--- src/rtl/frame_fetch_dma.sv ---
module frame_fetch_dma #(
  parameter int LB_W  = 10,
  parameter int LN_W  = 10,
  parameter int PAN_W = 12,
  parameter int DEPTH = 32
)(
  input  logic             clk,
  input  logic             rst_n,
  input  logic             wr_en,
  input  logic [2:0]       wr_addr,
  input  logic [31:0]      wr_data,
  input  logic [LB_W-1:0]  line_bursts,
  input  logic [LN_W-1:0]  frame_lines,
  output logic             rd_req,
  output logic [31:0]      rd_addr,
  input  logic             rd_ack,
  input  logic             pnl_word,
  output logic [6:0]       pan_frac,
  output logic             evt_fetch_first,
  output logic             evt_fetch_last,
  output logic             evt_pnl_first,
  output logic             evt_pnl_last,
  output logic [3:0]       evt_stat,
  output logic             irq
);
  localparam int FB_W = LB_W + LN_W;
  localparam int PW_W = FB_W + 2;
  localparam int LV_W = $clog2(DEPTH + 1);

  logic [31:0]      base_r;
  logic [PAN_W-1:0] pan_r;
  logic             en_r;
  logic [2:0]       mode_r;
  logic [3:0]       mask_r;
  logic [3:0]       stat_q;
  logic [3:0]       evt_q;
  logic             act_q;
  logic [31:0]      addr_q;
  logic [6:0]       frac_q;
  logic [FB_W-1:0]  fb_q;
  logic [PW_W-1:0]  pw_q;
  logic [LV_W-1:0]  lvl_q;

  logic [FB_W-1:0]  frame_bursts;
  logic [PW_W-1:0]  frame_words;
  logic             last_burst, last_word, fire, take, start_ev, reload;
  logic [6:0]       low_clr;
  logic [PAN_W-1:0] pan_al;
  logic [31:0]      next_base;
  logic [3:0]       stat_clr;

  assign frame_bursts = FB_W'(line_bursts) * FB_W'(frame_lines);
  assign frame_words  = {frame_bursts, 2'b00};
  assign last_burst   = (fb_q == frame_bursts - FB_W'(1));
  assign last_word    = (pw_q == frame_words - PW_W'(1));
  assign start_ev     = en_r & ~act_q;
  assign rd_req       = en_r & act_q & (lvl_q <= LV_W'(DEPTH - 4));
  assign fire         = rd_req & rd_ack;
  assign take         = en_r & act_q & pnl_word & (lvl_q != '0);
  assign reload       = start_ev | (fire & last_burst);

  always_comb begin
    case (mode_r)
      3'd0:    low_clr = 7'h00;
      3'd1:    low_clr = 7'h03;
      3'd2:    low_clr = 7'h07;
      3'd3,
      3'd4:    low_clr = 7'h0F;
      default: low_clr = 7'h1F;
    endcase
  end

  assign pan_al    = pan_r & ~{{(PAN_W-7){1'b0}}, low_clr};
  assign next_base = {base_r[31:4], 4'b0000} + (32'(pan_al >> 7) << 4);
  assign stat_clr  = (wr_en && wr_addr == 3'd3) ? wr_data[3:0] : 4'h0;

  always_ff @(posedge clk) begin
    if (!rst_n) begin
      base_r <= '0;
      pan_r  <= '0;
      en_r   <= 1'b0;
      mode_r <= '0;
      mask_r <= '0;
    end else if (wr_en) begin
      case (wr_addr)
        3'd0: base_r <= wr_data;
        3'd1: pan_r  <= wr_data[PAN_W-1:0];
        3'd2: begin
          en_r   <= wr_data[0];
          mode_r <= wr_data[3:1];
        end
        3'd4: mask_r <= wr_data[3:0];
        default: ;
      endcase
    end
  end

  always_ff @(posedge clk) begin
    if (!rst_n) begin
      act_q  <= 1'b0;
      addr_q <= '0;
      frac_q <= '0;
      fb_q   <= '0;
    end else begin
      act_q <= en_r;
      if (reload) begin
        addr_q <= next_base;
        frac_q <= pan_al[6:0];
        fb_q   <= '0;
      end else if (fire) begin
        addr_q <= {addr_q[31:22], addr_q[21:0] + 22'd16};
        fb_q   <= fb_q + FB_W'(1);
      end
    end
  end

  always_ff @(posedge clk) begin
    if (!rst_n || start_ev) begin
      pw_q  <= '0;
      lvl_q <= '0;
    end else begin
      if (take) pw_q <= last_word ? '0 : pw_q + PW_W'(1);
      lvl_q <= lvl_q + (fire ? LV_W'(4) : '0) - (take ? LV_W'(1) : '0);
    end
  end

  always_ff @(posedge clk) begin
    if (!rst_n) begin
      evt_q  <= '0;
      stat_q <= '0;
    end else begin
      evt_q  <= {take & last_word, take & (pw_q == '0),
                 fire & last_burst, fire & (fb_q == '0)};
      stat_q <= (stat_q & ~stat_clr) | evt_q;
    end
  end

  assign rd_addr         = addr_q;
  assign pan_frac        = frac_q;
  assign evt_fetch_first = evt_q[0];
  assign evt_fetch_last  = evt_q[1];
  assign evt_pnl_first   = evt_q[2];
  assign evt_pnl_last    = evt_q[3];
  assign evt_stat        = stat_q;
  assign irq             = |(stat_q & mask_r);
endmodule

--- config.mk ---
export PLATFORM = sky130hd
export DESIGN_NAME = frame_fetch_dma
export DESIGN_NICKNAME = d
export VERILOG_FILES = /design/src/rtl/frame_fetch_dma.sv
export SDC_FILE = /design/constraint.sdc
export NUM_CORES = 1
export LEC_CHECK = 0
export ABC_AREA = 1
export ABC_CLOCK_PERIOD_IN_PS = 12520
export BUFFER_PORTS_ARGS = -buffer_cell sky130_fd_sc_hd__buf_2
export CAP_MARGIN = 20
export CORE_UTILIZATION = 38
export CTS_CLUSTER_SIZE = 10
export DETAILED_ROUTE_END_ITERATION = 6
export PLACE_DENSITY = 0.66
export SETUP_SLACK_MARGIN = 0.3
export SYNTH_ARGS = -nofsm -noshare
export SYNTH_HDL_FRONTEND = slang
export SYNTH_SLANG_ARGS = --single-unit
--- constraint.sdc ---
create_clock -name clk -period 12.52 [get_ports clk]
set_clock_uncertainty 0.1 [all_clocks]
set_input_delay 0.626 -clock clk [delete_from_list [all_inputs] [get_ports clk]]
set_output_delay 0.626 -clock clk [all_outputs]
set_load 0.005 [all_outputs]
# Yosys cells after proc, flatten, opt, wreduce, memory -nomap -nowiden

Index checks and enable logic that the tools add are counted.

Output and inout bits: 49
Register bits: 148
Word-level logic and storage cells: 76

Magnitude comparators: 1
Eq/ne operators: 10
Bitwise logic cells: 19
Add/sub/neg operators: 8
Reduce and logical (&&, ||, !) cells: 16
Multipliers: 1
Muxes and demuxes: 7

Operators by type and width:

| operator              | count |
|---|---|
| $mux 22               | 2 |
| $add 32x9->32         | 1 |
| $mux 32               | 1 |
| $add 22x1->22 const B | 1 |
| $add 22x5->22 const B | 1 |
| $eq 22x22->1          | 1 |
| $logic_not 22->1      | 1 |
| $sub 22x1->22 const B | 1 |
| $add 20x1->20 const B | 1 |
| $eq 20x20->1          | 1 |
| $logic_not 20->1      | 1 |
| $mul 10x10->20        | 1 |
| $pmux 5 s4            | 1 |
| $sub 20x1->20 const B | 1 |
| $and 12x12->12        | 1 |
| $eq 3x2->1 const B    | 4 |
| $not 7->12            | 1 |
| $and 1x1->1           | 10 |
| $and 4x4->4           | 2 |
| $reduce_and 2->1      | 4 |
| $add 6x3->6           | 1 |
| $eq 3x1->1 const B    | 2 |
| $eq 3x3->1 const B    | 2 |
| $le 6x5->1 const B    | 1 |
| 16 further kinds      | 19 |

# Logic depth before layout (Yosys ltp)

Word-level depth: 7
Mapped depth: 36
Mapped depth without buffers: 35

# Least setup slack after synthesis

Ideal clock, no wire load.

Kind: input port to flip-flop
Start: input port frame_lines[9]
End: register addr_q[4] (netlist: rd_addr[4])
Arrival time: 5.987 ns
Setup slack: 6.319 ns
Stages on the path: 30
Path through: clkbuf_1 nand2_1 fa_1 fa_1 fa_1 fa_1 inv_1 fa_1 ha_1 nand2_1 inv_1 a21oi_1 nand3_1 nand2_2 nand2_2 nor2_4 nand2_4 nor2_4 nand3_2 o21bai_2 nand2_2 nand2_1 nand2_2 nor2_4 nand2_4 nand2_8 buf_6 nor2_1 o21bai_1 inv_1

Word-level cells in the longest chain between the ends: 6

Ends and longest elaborated chain:

| element                                             | line | RTL |
|---|---|---|
| start, declared                                     | 13   | `input logic [LN_W-1:0] frame_lines,` |
| $mul 10x10->20 (*)                                  | 52   | `assign frame_bursts = FB_W'(line_bursts) * FB_W'(frame_lines);` |
| $sub 20x1->20 (*)                                   | 54   | `assign last_burst = (fb_q == frame_bursts - FB_W'(1));` |
| $eq 20x20->1 (*)                                    | 54   |  |
| $and 1x1->1 (*)                                     | 60   | `assign reload = start_ev \| (fire & last_burst);` |
| $or 1x1->1 (*)                                      | 60   |  |
| $mux 32 / $reduce_bool 2->1 (equally long branches) | --   |  |
| end signal, assigned                                | 107  | `addr_q <= next_base;` |
| end signal, assigned                                | 111  | `addr_q <= {addr_q[31:22], addr_q[21:0] + 22'd16};` |
| end, declared                                       | 38   | `logic [31:0] addr_q;` |

Mark *: on every way between the ends. The rest lies on a longest branch, timed or not. The select of a mux whose other input is x is not followed.
A chain may end at the register's enable or synchronous reset.

# Worst setup path after layout

Start: input port line_bursts[0]
End: register fb_q[1]

Word-level cells in the longest chain between the ends: 6

Ends and longest elaborated chain:

| element                   | line | RTL |
|---|---|---|
| start, declared           | 12   | `input logic [LB_W-1:0] line_bursts,` |
| $mul 10x10->20            | 52   |  |
| $sub 20x1->20             | 54   |  |
| $eq 20x20->1              | 54   |  |
| $and 1x1->1               | 60   |  |
| $or 1x1->1                | 60   |  |
| $reduce_or 2->1 (no line) | --   |  |
| end signal, assigned      | 112  | `fb_q <= fb_q + FB_W'(1);` |
| end, declared             | 40   | `logic [FB_W-1:0] fb_q;` |

Every way passes these cells.

==> run_results.csv <==
group,metric,value,unit
clocking,clkSinkCount,140,
setup_path,worstPathArrival,6.97,ns
timing,timing.hold.ws,0.356,ns
place,pre_cts_slack,5.39,ns
timing,rsz0062_at_grt,"false",
drt,wire_per_inst,13.7,um
drt,wirelength,31100,um
logic_synthesis,synth_area,12000,um2
cells_and_area,drive_above_1_share,10.2,%
timing,relSlewSlack,38.5,%
floorplan,die_h,179,um
logic_synthesis,synthArstFlopShare,0,%
timing,worst_slack,5.77,ns
timing,slew_viol_final,0,
timing,tightest_slew,0.915,ns
setup_path,path_max_fanout,20,
setup_path,cp.required,12.74,ns
pwr,power.density,195,nW/um2
clocking,postCtsHoldBufs,0,
pwr,irDropWorstVdd,129,uV
hold_path,hp-start,"evt_q[1]",
run_status,outcome,"complete, but fails checks",
floorplan,dieWidth,179,um
timing,fin_setup_tns,0,ns
place,port_buffers,104,
logic_synthesis,syn_area_per_cell,6.70,um2
setup_path,path_class,"input pin to flop",
place,place_area,12800,um2
pwr,p_leak,6.50,nW
grt,grtUsageTotal,19.8,%
cells_and_area,nets,2062,
clocking,clock_latency,0.43,ns
setup_path,end_kind,"flop",
floorplan,initial_core_util,38.9,%
floorplan,io_pins,109,
clocking,cts_resized,0,
clocking,cts_tree,"built",
setup_path,rr_worst_depth,18,
cells_and_area,stdcell_count,2273,
timing,min_period,6.75,ns
logic_synthesis,yosys_warnings,0,
job,cap_violations,0,
clocking,postCtsSetupBuffers,0,
setup_path,r2r_slack,8.90,ns
floorplan,die_area,32200,um2
place,routabilityCongestion,0.908,
clocking,clock-root-buffer,"clkbuf_16",
setup_path,worstReg2RegEnd,"fb_q[19]",
place,placed_cells,2241,
hold_path,min_path_type,"flop to flop",
logic_synthesis,synthCells,1787,
drt,drc_errors,20,
clocking,clockBufferDepth,2,
hold_path,worstHoldEndpoint,"evt_stat[1]",
setup_path,r2r-start,"lvl_q[5]",
drt,final_antenna_net_count,0,
cells_and_area,area_growth,11.6,%
grt,grt_max_degree,68,
clocking,clkTransAtPathRegs,0.06,ns
drt,firstDrtPassIters,7,
timing,setup_violations,0,
logic_synthesis,synthFlopType,"dfxtp_1",
floorplan,coreArea,30700,um2
logic_synthesis,ys_seq_area_share,23.4,%
drt,routed_via_density,5.10,
timing,fin_crit_sh,53.9,%
setup_path,setup.worst_path.start_class,"input pin",
grt,grt_pass1_wl,53200,um
grt,grt_antenna_before_repair,0,
cells_and_area,antenna_cells,0,
drt,drt_iter0_markers,884,
run_status,violations,"design-rule violations",
floorplan,fp-row-count,64,
clocking,numCtsBuffers,17,
place,post-dp-hpwl,24700,um
timing,fmax,0.148,GHz
logic_synthesis,ys_types,46,
cells_and_area,final_cell_area,13400,um2
timing,hold_viol_final,0,
logic_synthesis,ys_seq_elements,140,
clocking,htree_levels,4,
logic_synthesis,synth_enable_flop_cells,0,
grt,grt_pass1_vias,11189,
hold_path,hold-path-cell-count,2,
grt,grt_overflow,0,
drt,num_vias,11600,
==> metrics by stage <==
step	utilization [%]	total power, mW
CTS	43.4	2.61
global route	43.4	2.87
global placement	41.5	2.09
detailed placement	41.5	2.09
finish	43.4	2.61
floorplan	-	1.74
==> Yosys cell counts, types with 2 or more instances <==
cell / count / area share, %
nor4_1: 12 / 0.63
nor3_1: 36 / 1.5
nand2_2: 14 / 0.73
xnor2_1: 12 / 0.88
buf_1: 3 / 0.094
clkbuf_1: 38 / 1.2
a21oi_1: 94 / 3.9
inv_1: 294 / 9.2
nand4_1: 51 / 2.7
buf_2: 3 / 0.13
and2_1: 3 / 0.16
xor2_1: 63 / 4.6
o21ai_0: 65 / 2.7
fa_1: 64 / 11
or2_2: 5 / 0.26
nand2_1: 429 / 13
buf_4: 5 / 0.31
nand3b_1: 5 / 0.31
buf_6: 4 / 0.38
inv_2: 10 / 0.31
o21bai_2: 2 / 0.19
ha_1: 74 / 7.7
nor2_4: 3 / 0.28
o21ai_1: 14 / 0.59
a211oi_1: 2 / 0.13
dfxtp_1: 140 / 23
nor2_2: 8 / 0.42
nor2_1: 163 / 5.1
nand3_1: 147 / 6.1
nand2_4: 2 / 0.19
nand3_2: 3 / 0.25
nor3b_1: 5 / 0.31
==> placed cells by master (no fill, tap or decap), drive strengths merged, types with 64 or more instances in the layout <==
cell type,instances
nand2,446
dfxtp,140
nand3,150
o21ai,80
ha,74
fa,64
inv,312
buf,108
nor2,174
a21oi,94
==> worst max-delay path, stage by stage <==
cell,delay (ns)
buf_2,0.28
nand2_1,0.13
fa_1,0.54
fa_1,0.53
fa_1,0.52
fa_1,0.55
inv_1,0.05
fa_1,0.47
ha_1,0.39
nand2_1,0.13
nor2_2,0.16
nand3_2,0.12
nand2_1,0.14
nand2_1,0.08
nand2_2,0.09
nand2_2,0.10
nor2_4,0.17
nand2_4,0.09
xor2_1,0.34
nand2_1,0.12
nand2_1,0.09
nor2_1,0.05
nand3_1,0.12
nor2_4,0.05
nand2_4,0.21
nand2_1,0.49
a211oi_1,0.34
==> routing by layer <==
| metal | wire, um | GRT usage [%] |
|---|---|---|
| met1 | 14200 | 25.3 |
| met2 | 14400 | 34.1 |
| met3 | 1800 | 3.50 |
| met4 | 658 | 5.90 |
| met5 | 0 | 0 |
==> area by class of cell <==
class / instances / area (um2)
clock inverter: 14 / 149
sequential: 140 / 2800
clock buffer: 18 / 439
tap: 396 / 495
fill: 3251 / 17400
inverter: 305 / 1140
timing repair buffer: 108 / 551
multi-input combinational: 1292 / 7780
==> worst max path at each step <==
stage / from / to / cells past startpoint
after floorplan: frame_lines[9] / rd_addr[4] / 30
after global placement: line_bursts[0] / fb_q[1] / 27
after detailed placement: line_bursts[0] / fb_q[1] / 27
after CTS: line_bursts[0] / fb_q[1] / 27
after global routing: line_bursts[0] / fb_q[1] / 27
final: line_bursts[0] / fb_q[1] / 27
==> where the power goes <==
| part | internal (mW) | total (mW) | switching (mW) |
|---|---|---|---|
| clock network | 0.287 | 0.504 | 0.217 |
| logic | 0.520 | 1.64 | 1.12 |
| registers | 0.453 | 0.460 | 0.00619 |
| total | 1.26 | 2.61 | 1.35 |
==> state kept, by name (all words and copies together), names as in the netlist <==
register / flops
mode_r: 3
pw_q: 22
lvl_q: 6
pan_r: 12
evt_q: 4
pan_frac: 7
mask_r: 4
en_r: 1
rd_addr: 28
base_r: 28
evt_stat: 4
act_q: 1
fb_q: 20
==> cell families after synthesis <==
logic type	after synthesis	share of synthesized area, %
other cells	1	0.0313
compound gates	186	8.18
buf+inv	358	11.7
xor+xnor	75	5.49
flops	140	23.4
simple gates	889	32.8
fa+ha+maj	138	18.4
No activity file was read; power rests on OpenSTA's default activity.
